**config.mk**
```make
export PLATFORM = sky130hd
export DESIGN_NAME = lpdb_tamper_top
export DESIGN_NICKNAME = d
export VERILOG_FILES = /design/src/rtl/lpdb_pkg.sv /design/src/rtl/lpdb_sync.sv /design/src/rtl/lpdb_pin_cnt.sv /design/src/rtl/lpdb_backup.sv /design/src/rtl/lpdb_tamper_top.sv
export SDC_FILE = /design/constraint.sdc
export NUM_CORES = 1
export LEC_CHECK = 0
export BUFFER_PORTS_ARGS = -buffer_cell sky130_fd_sc_hd__buf_4
export CAP_MARGIN = 0
export CORE_MARGIN = 3
export CORE_UTILIZATION = 55
export DETAILED_ROUTE_END_ITERATION = 10
export GPL_ROUTABILITY_DRIVEN = 0
export PLACE_DENSITY = 0.84
export SLEW_MARGIN = 0
export SYNTH_ARGS = -nofsm -noshare
export SYNTH_HDL_FRONTEND = slang
export SYNTH_SLANG_ARGS = --single-unit
export TNS_END_PERCENT = 100
```
**constraint.sdc**
```tcl
create_clock -name clk -period 3.6 [get_ports clk]
set_clock_uncertainty 0.2 [all_clocks]
set_input_delay 0.36 -clock clk [delete_from_list [all_inputs] [get_ports clk]]
set_output_delay 0.36 -clock clk [all_outputs]
set_load 0.01 [all_outputs]
```
**src/rtl/lpdb_pkg.sv**
```systemverilog
package lpdb_pkg;
    // Mode word field positions; the debouncer decodes these directly
    localparam int MODE_W   = 32;
    localparam int EN_LSB   = 5;
    localparam int WIPE_BIT = 7;
    localparam int CODE_LSB = 16;
    localparam int CODE_W   = 3;
    // Threshold is code+1, so one extra bit covers the largest value
    localparam int CNT_W    = CODE_W + 1;

    typedef struct packed {
        logic [CNT_W-1:0] cnt;
        logic             armed;
    } pin_st_t;

    function automatic logic [CNT_W-1:0] thr_of(input logic [CODE_W-1:0] code);
        return CNT_W'(code) + CNT_W'(1);
    endfunction
endpackage

```
**src/rtl/lpdb_sync.sv**
```systemverilog
module lpdb_sync #(
    parameter int W = 2
) (
    input  logic         clk,
    input  logic         rst_n,
    input  logic [W-1:0] d_i,
    output logic [W-1:0] q_o
);
    logic [W-1:0] s1_q, s2_q;

    always_ff @(posedge clk or negedge rst_n) begin
        if (!rst_n) begin
            s1_q <= '0;
            s2_q <= '0;
        end else begin
            s1_q <= d_i;
            s2_q <= s1_q;
        end
    end

    assign q_o = s2_q;
endmodule

```
**src/rtl/lpdb_pin_cnt.sv**
```systemverilog
module lpdb_pin_cnt
    import lpdb_pkg::*;
(
    input  logic              clk,
    input  logic              rst_n,
    input  logic              tick_i,
    input  logic              active_i,
    input  logic              enable_i,
    input  logic [CODE_W-1:0] code_i,
    output logic              fire_o
);
    pin_st_t          st_d, st_q;
    logic [CNT_W-1:0] thr, nxt;

    always_comb begin
        st_d   = st_q;
        fire_o = 1'b0;
        thr    = thr_of(code_i);
        nxt    = st_q.cnt + CNT_W'(1);
        if (!enable_i || code_i == '0) begin
            st_d = '{cnt: '0, armed: 1'b1};
        end else if (tick_i) begin
            if (!active_i) begin
                // inactive sample restarts the count and re-arms
                st_d = '{cnt: '0, armed: 1'b1};
            end else if (st_q.armed) begin
                if (nxt >= thr) begin
                    fire_o = 1'b1;
                    st_d   = '{cnt: '0, armed: 1'b0};
                end else begin
                    st_d.cnt = nxt;
                end
            end
        end
    end

    always_ff @(posedge clk or negedge rst_n) begin
        if (!rst_n) st_q <= '{cnt: '0, armed: 1'b1};
        else        st_q <= st_d;
    end
endmodule

```
**src/rtl/lpdb_backup.sv**
```systemverilog
module lpdb_backup #(
    parameter int WORDS = 8,
    parameter int DW    = 32
) (
    input  logic                     clk,
    input  logic                     rst_n,
    input  logic                     wr_en,
    input  logic [$clog2(WORDS)-1:0] wr_addr,
    input  logic [DW-1:0]            wr_data,
    input  logic                     wipe,
    output logic [WORDS-1:0][DW-1:0] words_o
);
    localparam int HALF = WORDS / 2;

    logic [WORDS-1:0][DW-1:0] words_d, words_q;

    always_comb begin
        words_d = words_q;
        if (wr_en) words_d[wr_addr] = wr_data;
        // wipe is applied after the write so it wins on the lower half
        if (wipe) begin
            for (int i = 0; i < HALF; i++) words_d[i] = '0;
        end
    end

    always_ff @(posedge clk or negedge rst_n) begin
        if (!rst_n) words_q <= '0;
        else        words_q <= words_d;
    end

    assign words_o = words_q;
endmodule

```
**src/rtl/lpdb_tamper_top.sv**
```systemverilog
module lpdb_tamper_top
    import lpdb_pkg::*;
#(
    parameter int N_PINS = 2,
    parameter int WORDS  = 8,
    parameter int DW     = 32
) (
    input  logic                     clk,
    input  logic                     rst_n,
    input  logic                     smp_tick,
    input  logic [N_PINS-1:0]        pin_raw,
    input  logic [MODE_W-1:0]        mode_word,
    input  logic                     bk_wr_en,
    input  logic [$clog2(WORDS)-1:0] bk_addr,
    input  logic [DW-1:0]            bk_wdata,
    output logic [DW-1:0]            bk_rdata,
    input  logic                     st_clr_wr,
    input  logic [N_PINS-1:0]        st_clr_mask,
    output logic [N_PINS-1:0]        evt_status,
    output logic                     wake_o
);
    typedef struct packed {
        logic [N_PINS-1:0] status;
        logic              wake;
    } top_st_t;

    top_st_t                  st_d, st_q;
    logic [N_PINS-1:0]        pin_sync;
    logic [N_PINS-1:0]        fire;
    logic                     wipe;
    logic [WORDS-1:0][DW-1:0] words_flat;
    logic                     unused_mode;

    assign unused_mode = ^mode_word;

    lpdb_sync #(.W(N_PINS)) u_sync (
        .clk   (clk),
        .rst_n (rst_n),
        .d_i   (pin_raw),
        .q_o   (pin_sync)
    );

    for (genvar p = 0; p < N_PINS; p++) begin : g_pin
        lpdb_pin_cnt u_cnt (
            .clk      (clk),
            .rst_n    (rst_n),
            .tick_i   (smp_tick),
            .active_i (pin_sync[p]),
            .enable_i (mode_word[EN_LSB+p]),
            .code_i   (mode_word[CODE_LSB +: CODE_W]),
            .fire_o   (fire[p])
        );
    end

    always_comb begin
        st_d = st_q;
        if (st_clr_wr) st_d.status = st_q.status & ~st_clr_mask;
        st_d.status = st_d.status | fire;   // new event beats the clear
        st_d.wake   = |fire;
        wipe        = (|fire) & mode_word[WIPE_BIT];
    end

    always_ff @(posedge clk or negedge rst_n) begin
        if (!rst_n) st_q <= '0;
        else        st_q <= st_d;
    end

    lpdb_backup #(.WORDS(WORDS), .DW(DW)) u_backup (
        .clk     (clk),
        .rst_n   (rst_n),
        .wr_en   (bk_wr_en),
        .wr_addr (bk_addr),
        .wr_data (bk_wdata),
        .wipe    (wipe),
        .words_o (words_flat)
    );

    assign bk_rdata   = words_flat[bk_addr];
    assign evt_status = st_q.status;
    assign wake_o     = st_q.wake;
endmodule

```
# Word-level counts from Yosys, hierarchy flattened
# Cells that the tools add are included.
# totals
register_bits,273
elab_cells,71
out_inout_bits,35
in_bits,76
# classes
eq_ne,2
mux,30
reduce_logical,12
bitwise_logic,4
magnitude_cmp,4
n_addsub,3
# op_table
op,count
bitwise mux 256 bit,1
two-way mux 128 bit,2
binary-select mux 32 bit (select 3 bit),1
demux 32 bit (select 3 bit),1
two-way mux 32 bit,2
two-way mux 5 bit,8
two-way mux 1 bit,12
adder 4 x 1 -> 4 bit (second input constant),2
>= comparator 4 bit,2
two-way mux 4 bit,2
inequality test 3 x 1 -> 1 bit (second input constant),2
nonzero test 2 bit,3
adder 3 x 1 -> 4 bit (second input constant),1
< comparator 3 x 4 -> 1 bit (second input constant),1
AND reduction 2 bit,2
>= comparator 3 x 1 -> 1 bit (second input constant),1
zero test 3 bit,1
bitwise AND 2 bit,1
zero test 1 bit,2
logical OR 1 bit,2
two-way mux 2 bit,1
NOT 2 bit,1
bitwise OR 2 bit,1
OR reduction 2 bit,1
2 further kinds,2

# Logic depth before layout (Yosys ltp)
# depth
depth_word,10
depth_mapped,10
depth_no_buf,8

# Modules after synthesis
# From an unflattened synthesis, not the netlist that was laid out.
# unflattened
cells_unflattened,951
area_unflattened_um2,13855.8
# modules_own_cells
mod,n_inst,cells_each,area_each_um2
lpdb_backup,1,728,10641.5
lpdb_tamper_top,1,123,2183.3
lpdb_pin_cnt,2,48,465.4
lpdb_sync,1,4,100.1

# Worst setup path before layout
# Ideal clock, no wire load.
# synth_path
path_type,register -> register
start,reg g_pin[1].u_cnt.st_q[1] (netlist bit)
end,reg u_backup.words_q (netlist bit u_backup.words_o[60])
path_stages_with_launch,9
period_less_slack_ns,2.249
setup_time_ns,0.074
arrival_ns,1.975
setup_slack_ns,1.351
path_cell_list,dfrtp_1 ha_1 ha_1 a21oi_1 o21ai_2 a32o_2 buf_12 buf_12 a21oi_4
# synth_via
elab_chain_len,10
elab_cells_between_ends,11
classes_between,add/sub: 1; order compare: 1; mux: 6; bitwise: 1; reduce/logical: 2
# synth_lines
item,line_no,source
"start, declared",lpdb_pin_cnt.sv:12,"pin_st_t st_d, st_q;"
"start signal, assigned",lpdb_pin_cnt.sv:38,"if (!rst_n) st_q <= '{cnt: '0, armed: 1'b1};"
"start signal, assigned",lpdb_pin_cnt.sv:39,else st_q <= st_d;
adder 4 x 1 -> 4 bit *,lpdb_pin_cnt.sv:19,nxt = st_q.cnt + CNT_W'(1);
>= comparator 4 bit *,lpdb_pin_cnt.sv:27,if (nxt >= thr) begin
two-way mux 1 bit *,lpdb_pin_cnt.sv:27,
two-way mux 1 bit *,lpdb_pin_cnt.sv:26,end else if (st_q.armed) begin
two-way mux 1 bit *,lpdb_pin_cnt.sv:23,if (!active_i) begin
two-way mux 1 bit *,lpdb_pin_cnt.sv:22,end else if (tick_i) begin
two-way mux 1 bit *,lpdb_pin_cnt.sv:20,if (!enable_i || code_i == '0) begin
OR reduction 2 bit *,lpdb_tamper_top.sv:60,wipe = (|fire) & mode_word[WIPE_BIT];
bitwise AND 1 bit *,lpdb_tamper_top.sv:60,
two-way mux 128 bit / nonzero test 2 bit (equally long branches),--,
"end signal, assigned",lpdb_backup.sv:28,else words_q <= words_d;
"end, declared",lpdb_backup.sv:15,"logic [WORDS-1:0][DW-1:0] words_d, words_q;"
# Mark *: on every way between the ends. The rest lies on a longest branch, timed or not.
# A chain may end at the register's enable or synchronous reset.

# Worst setup path in the final report
# layout_path
start,in bk_addr[2]
end,out bk_rdata[14]
# layout_via
elab_chain_len,2
# layout_lines
item,line_no,source
"start, declared",lpdb_tamper_top.sv:14,"input logic [$clog2(WORDS)-1:0] bk_addr,"
binary-select mux 32 bit (select 3 bit),lpdb_tamper_top.sv:78,assign bk_rdata = words_flat[bk_addr];
two-way mux 32 bit (not written as such),lpdb_tamper_top.sv:78,
"end, declared",lpdb_tamper_top.sv:16,"output logic [DW-1:0] bk_rdata,"
# Every way passes these cells. The select of a mux whose other input is x is not followed.

==> impl_metrics.tcl <==
set metrics [dict create \
    hold_violations 0 \
    clock_latency_ps 550 \
    synth-main-ff-cell "dfrtp_1" \
    synth.lib_cells_used.distinct 45 \
    drtPass1Iterations 5 \
    setup_failing_eps_final 0 \
    crit_path_max_fanout 29 \
    cp_data_required_time_ps 3040 \
    synth_enable_flop_cells 0 \
    overflow 0 \
    slowest_delay_ps 370 \
    tritoncts_num_sinks 273 \
    post_drt_wl_per_cell_um 22.4 \
    cts.clk_slew.worst_paths_ps 60 \
    final.period_utilization_pct 77.5 \
    initial_core_util_pct 56.1 \
    synth_top_family_by_area "multiplexers" \
    cell_area_after_synthesis_um2 13200 \
    drive_gt1_share_pct 36.2 \
    min_period_ps 2790 \
    die_x_um 161 \
    io_buffers 84 \
    comb_power_share_pct 19.6 \
    clock_tree.buffer_depth 3 \
    tritoncts "yes" \
    ctsRootBufferMaster "clkbuf_16" \
    post_synth_mux_area_share_pct 18.9 \
    postSynthRegisterBits 273 \
    finalWirelength_um 35300 \
    cap_violations 0 \
    antenna_violating_nets_post_route 0 \
    yosys.cell_count.top_type "nand2_1" \
    asyncSetResetFlopFracSynth_pct 100 \
    totalNegativeSetupSlack_ps 0 \
    synth_compound_area_share_pct 14.2 \
    slew_violations 0 \
    worst_path_dominant_cell_family "buffers and inverters" \
    antenna_found_initial 0 \
    switching_share_pct 26.9 \
    gr-usage-all-layers_pct 27.2 \
    crit_top_cell "buf_4" \
    cell_internal_pwr_uw 6460 \
    core.rowCount 56 \
    cts_buffers 28 \
    drcViolationCount 0 \
    synth.top_cells.by_area "dfrtp_1, mux2_2, a21oi_2" \
    worst_setup_path_end_kind "output port" \
    htreeDepth 1 \
    synth.top_cell.area_share_pct 51.3 \
    synth.net_count 1202 \
    combined_buffer_and_inverter_count_along_the_critical_path 3 \
    rsz0062_at_grt "no" \
    synth-xor-area-share_pct 0.331 \
    syn-mean-instance-area_um2 11.8 \
    p_leak_uw 0.00671 \
    core_region_area_um2 23500 \
    vias_after_detailed_routing 9735 \
    simple_gate_portion_of_the_synthesized_area_pct 9.55 \
    dieArea_um2 25900 \
    ys.warnings.count 0 \
    grt_start_max_net_pins 85 \
    cp_data_arrival_time_ps 2230 \
    floorplan.io_pins 111 \
    status "finished clean" \
    synth_fa_ha_area_share_pct 0.947 \
    met2_usage_pct 46.2 \
    yosys-top-cells-count "nand2_1, dfrtp_1, a21oi_2" \
    postCtsResizedCells 0 \
    die_height_um 161 \
    switching_power_uw 2380 \
    fin_hold_ws_ps 132 \
    grt_first_pass_wirelength_um 56800 \
    hold_crit_path_type "input pin to register" \
    worstMarginPinSlew_ps 695 \
    max_vdd_drop_v 0.000310 \
    gr-usage-met1_pct 35.4 \
    synth.yosys.seq_area_share_pct 51.7 \
    most_crowded_layer_after_global_routing "met2" \
    first_global_vias 10500 \
    p_seq_share_pct 45.8 \
    cell_type_with_the_highest_aggregate_area_in_the_netlist "dfrtp_1" \
    detail_route.iter0.violations 986 \
    pwr-share-clk_pct 34.6 \
    groute.layer.met3.usage_pct 4.80 \
    count_of_mapped_cells_out_of_synthesis 1116 \
    dp_wirelength_um 21000 \
    antennaDiodeCount 0 \
    worstSetupStartpointType "input pin" \
    timing.critical_path.cells "buf_4, buf_4, mux2_2, a221o_1, o21ai_0, o21ai_0, buf_4" \
    cellPowerDensity_nw_per_um2 567 \
    path_class "input pin to output port" \
    slowest_cell_on_the_critical_path "mux2_2" \
    areaGrowthSynthToFinish_pct 18.0 \
    via_per_inst 6.18 \
    maximum_clock_frequency_ghz 0.359 \
    max_slew_margin_pct 53.6 \
    nNetsFinal 1320 \
]
stage by stage:
| step | std cells | util, % | total power, uW | setup WS [ps] | cell area [um2] |
|---|---|---|---|---|---|
| floorplan | 1116 | - | 5130 | 1350 | 13200 |
| global placement | 1481 | 60.3 | 5620 | 800 | 14200 |
| detailed placement | 1481 | 60.3 | 5740 | 786 | 14200 |
| CTS | 1574 | 66.2 | 8840 | 799 | 15600 |
| global route | 1574 | 66.2 | 9190 | 730 | 15600 |
| finish | 1574 | 66.2 | 8850 | 811 | 15600 |
registers in the layout (all words and copies together) (netlist names):
signal	count
u_sync.q_o	2
wake_o	1
g_pin.u_cnt.st_q	10
u_sync.s1_q	2
evt_status	2
u_backup.words_o	256
worst paths after layout:
path | end | cells past startpoint | from | slack, ps
setup / recovery | bk_rdata[14] | 7 | bk_addr[2] | 810
hold / removal | g_pin[1].u_cnt.st_q[3] | 5 | mode_word[6] | 130
hold reg to reg | u_sync.q_o[1] | 0 | u_sync.s1_q[1] | 150
min in group asynchronous | g_pin[0].u_cnt.st_q[3] | 2 | rst_n | 210
setup reg to reg | u_backup.words_o[80] | 7 | g_pin[1].u_cnt.st_q[1] | 980
max in group asynchronous | u_backup.words_o[180] | 3 | rst_n | 2010
power groups by stage:
stage	registers, uW	clock network (uW)	logic [uW]
detailed placement	4070	0	1670
floorplan	3960	0	1180
global placement	4020	0	1600
finish	4050	3060	1730
CTS	4030	3080	1740
global route	4100	3210	1890
cell type report:
cell class	count	area (um2)
Fill cell	1693	7960
Sequential cell	273	6830
Multi-Input combinational cell	752	5830
Timing Repair Buffer	170	1530
Clock buffer	42	815
Tap cell	319	399
Clock inverter	9	151
Inverter	9	33.8
what timing repair did:
| action | CTS | global route |
|---|---|---|
| hold buffers | 42 | 0 |
| endpoints found under the hold margin | 340 | 0 |
| buffers inserted | 0 | 0 |
kinds of logic after synthesis:
kind of cell    after synthesis
flops                       273
mux                         192
buf+inv                      91
xor+xnor                      5
simple gates                317
fa+ha+maj                    10
compound gates              228
cell usage in the layout (no fill, tap or decap), types with 8 or more instances in the layout:
master / instances
o21ai_0: 12
clkbuf_1: 9
buf_12: 11
mux2_1: 38
a21oi_1: 10
buf_4: 116
a22oi_1: 8
a21oi_2: 119
nor2_1: 13
dlygate4sd3_1: 42
mux4_2: 30
o22ai_1: 14
clkbuf_16: 29
a221oi_1: 44
nand2_1: 271
mux2_2: 118
dfrtp_1: 271
ha_1: 10
nand3_1: 11
layer usage:
layer / routed length (um) / part of all wire [%]
met1: 13600 / 39
met2: 18000 / 51
met3: 2590 / 7.3
met4: 1160 / 3.3
met5: 0 / 0
worst register-to-register path: stages (launching register included):
cell and delay [ps]:
dfrtp_1 420, ha_1 330, ha_1 290, a21oi_1 90, o21ai_2 220, a32o_4 530
buf_12 330, a21oi_2 90
No activity file was read; power rests on OpenSTA's default activity.
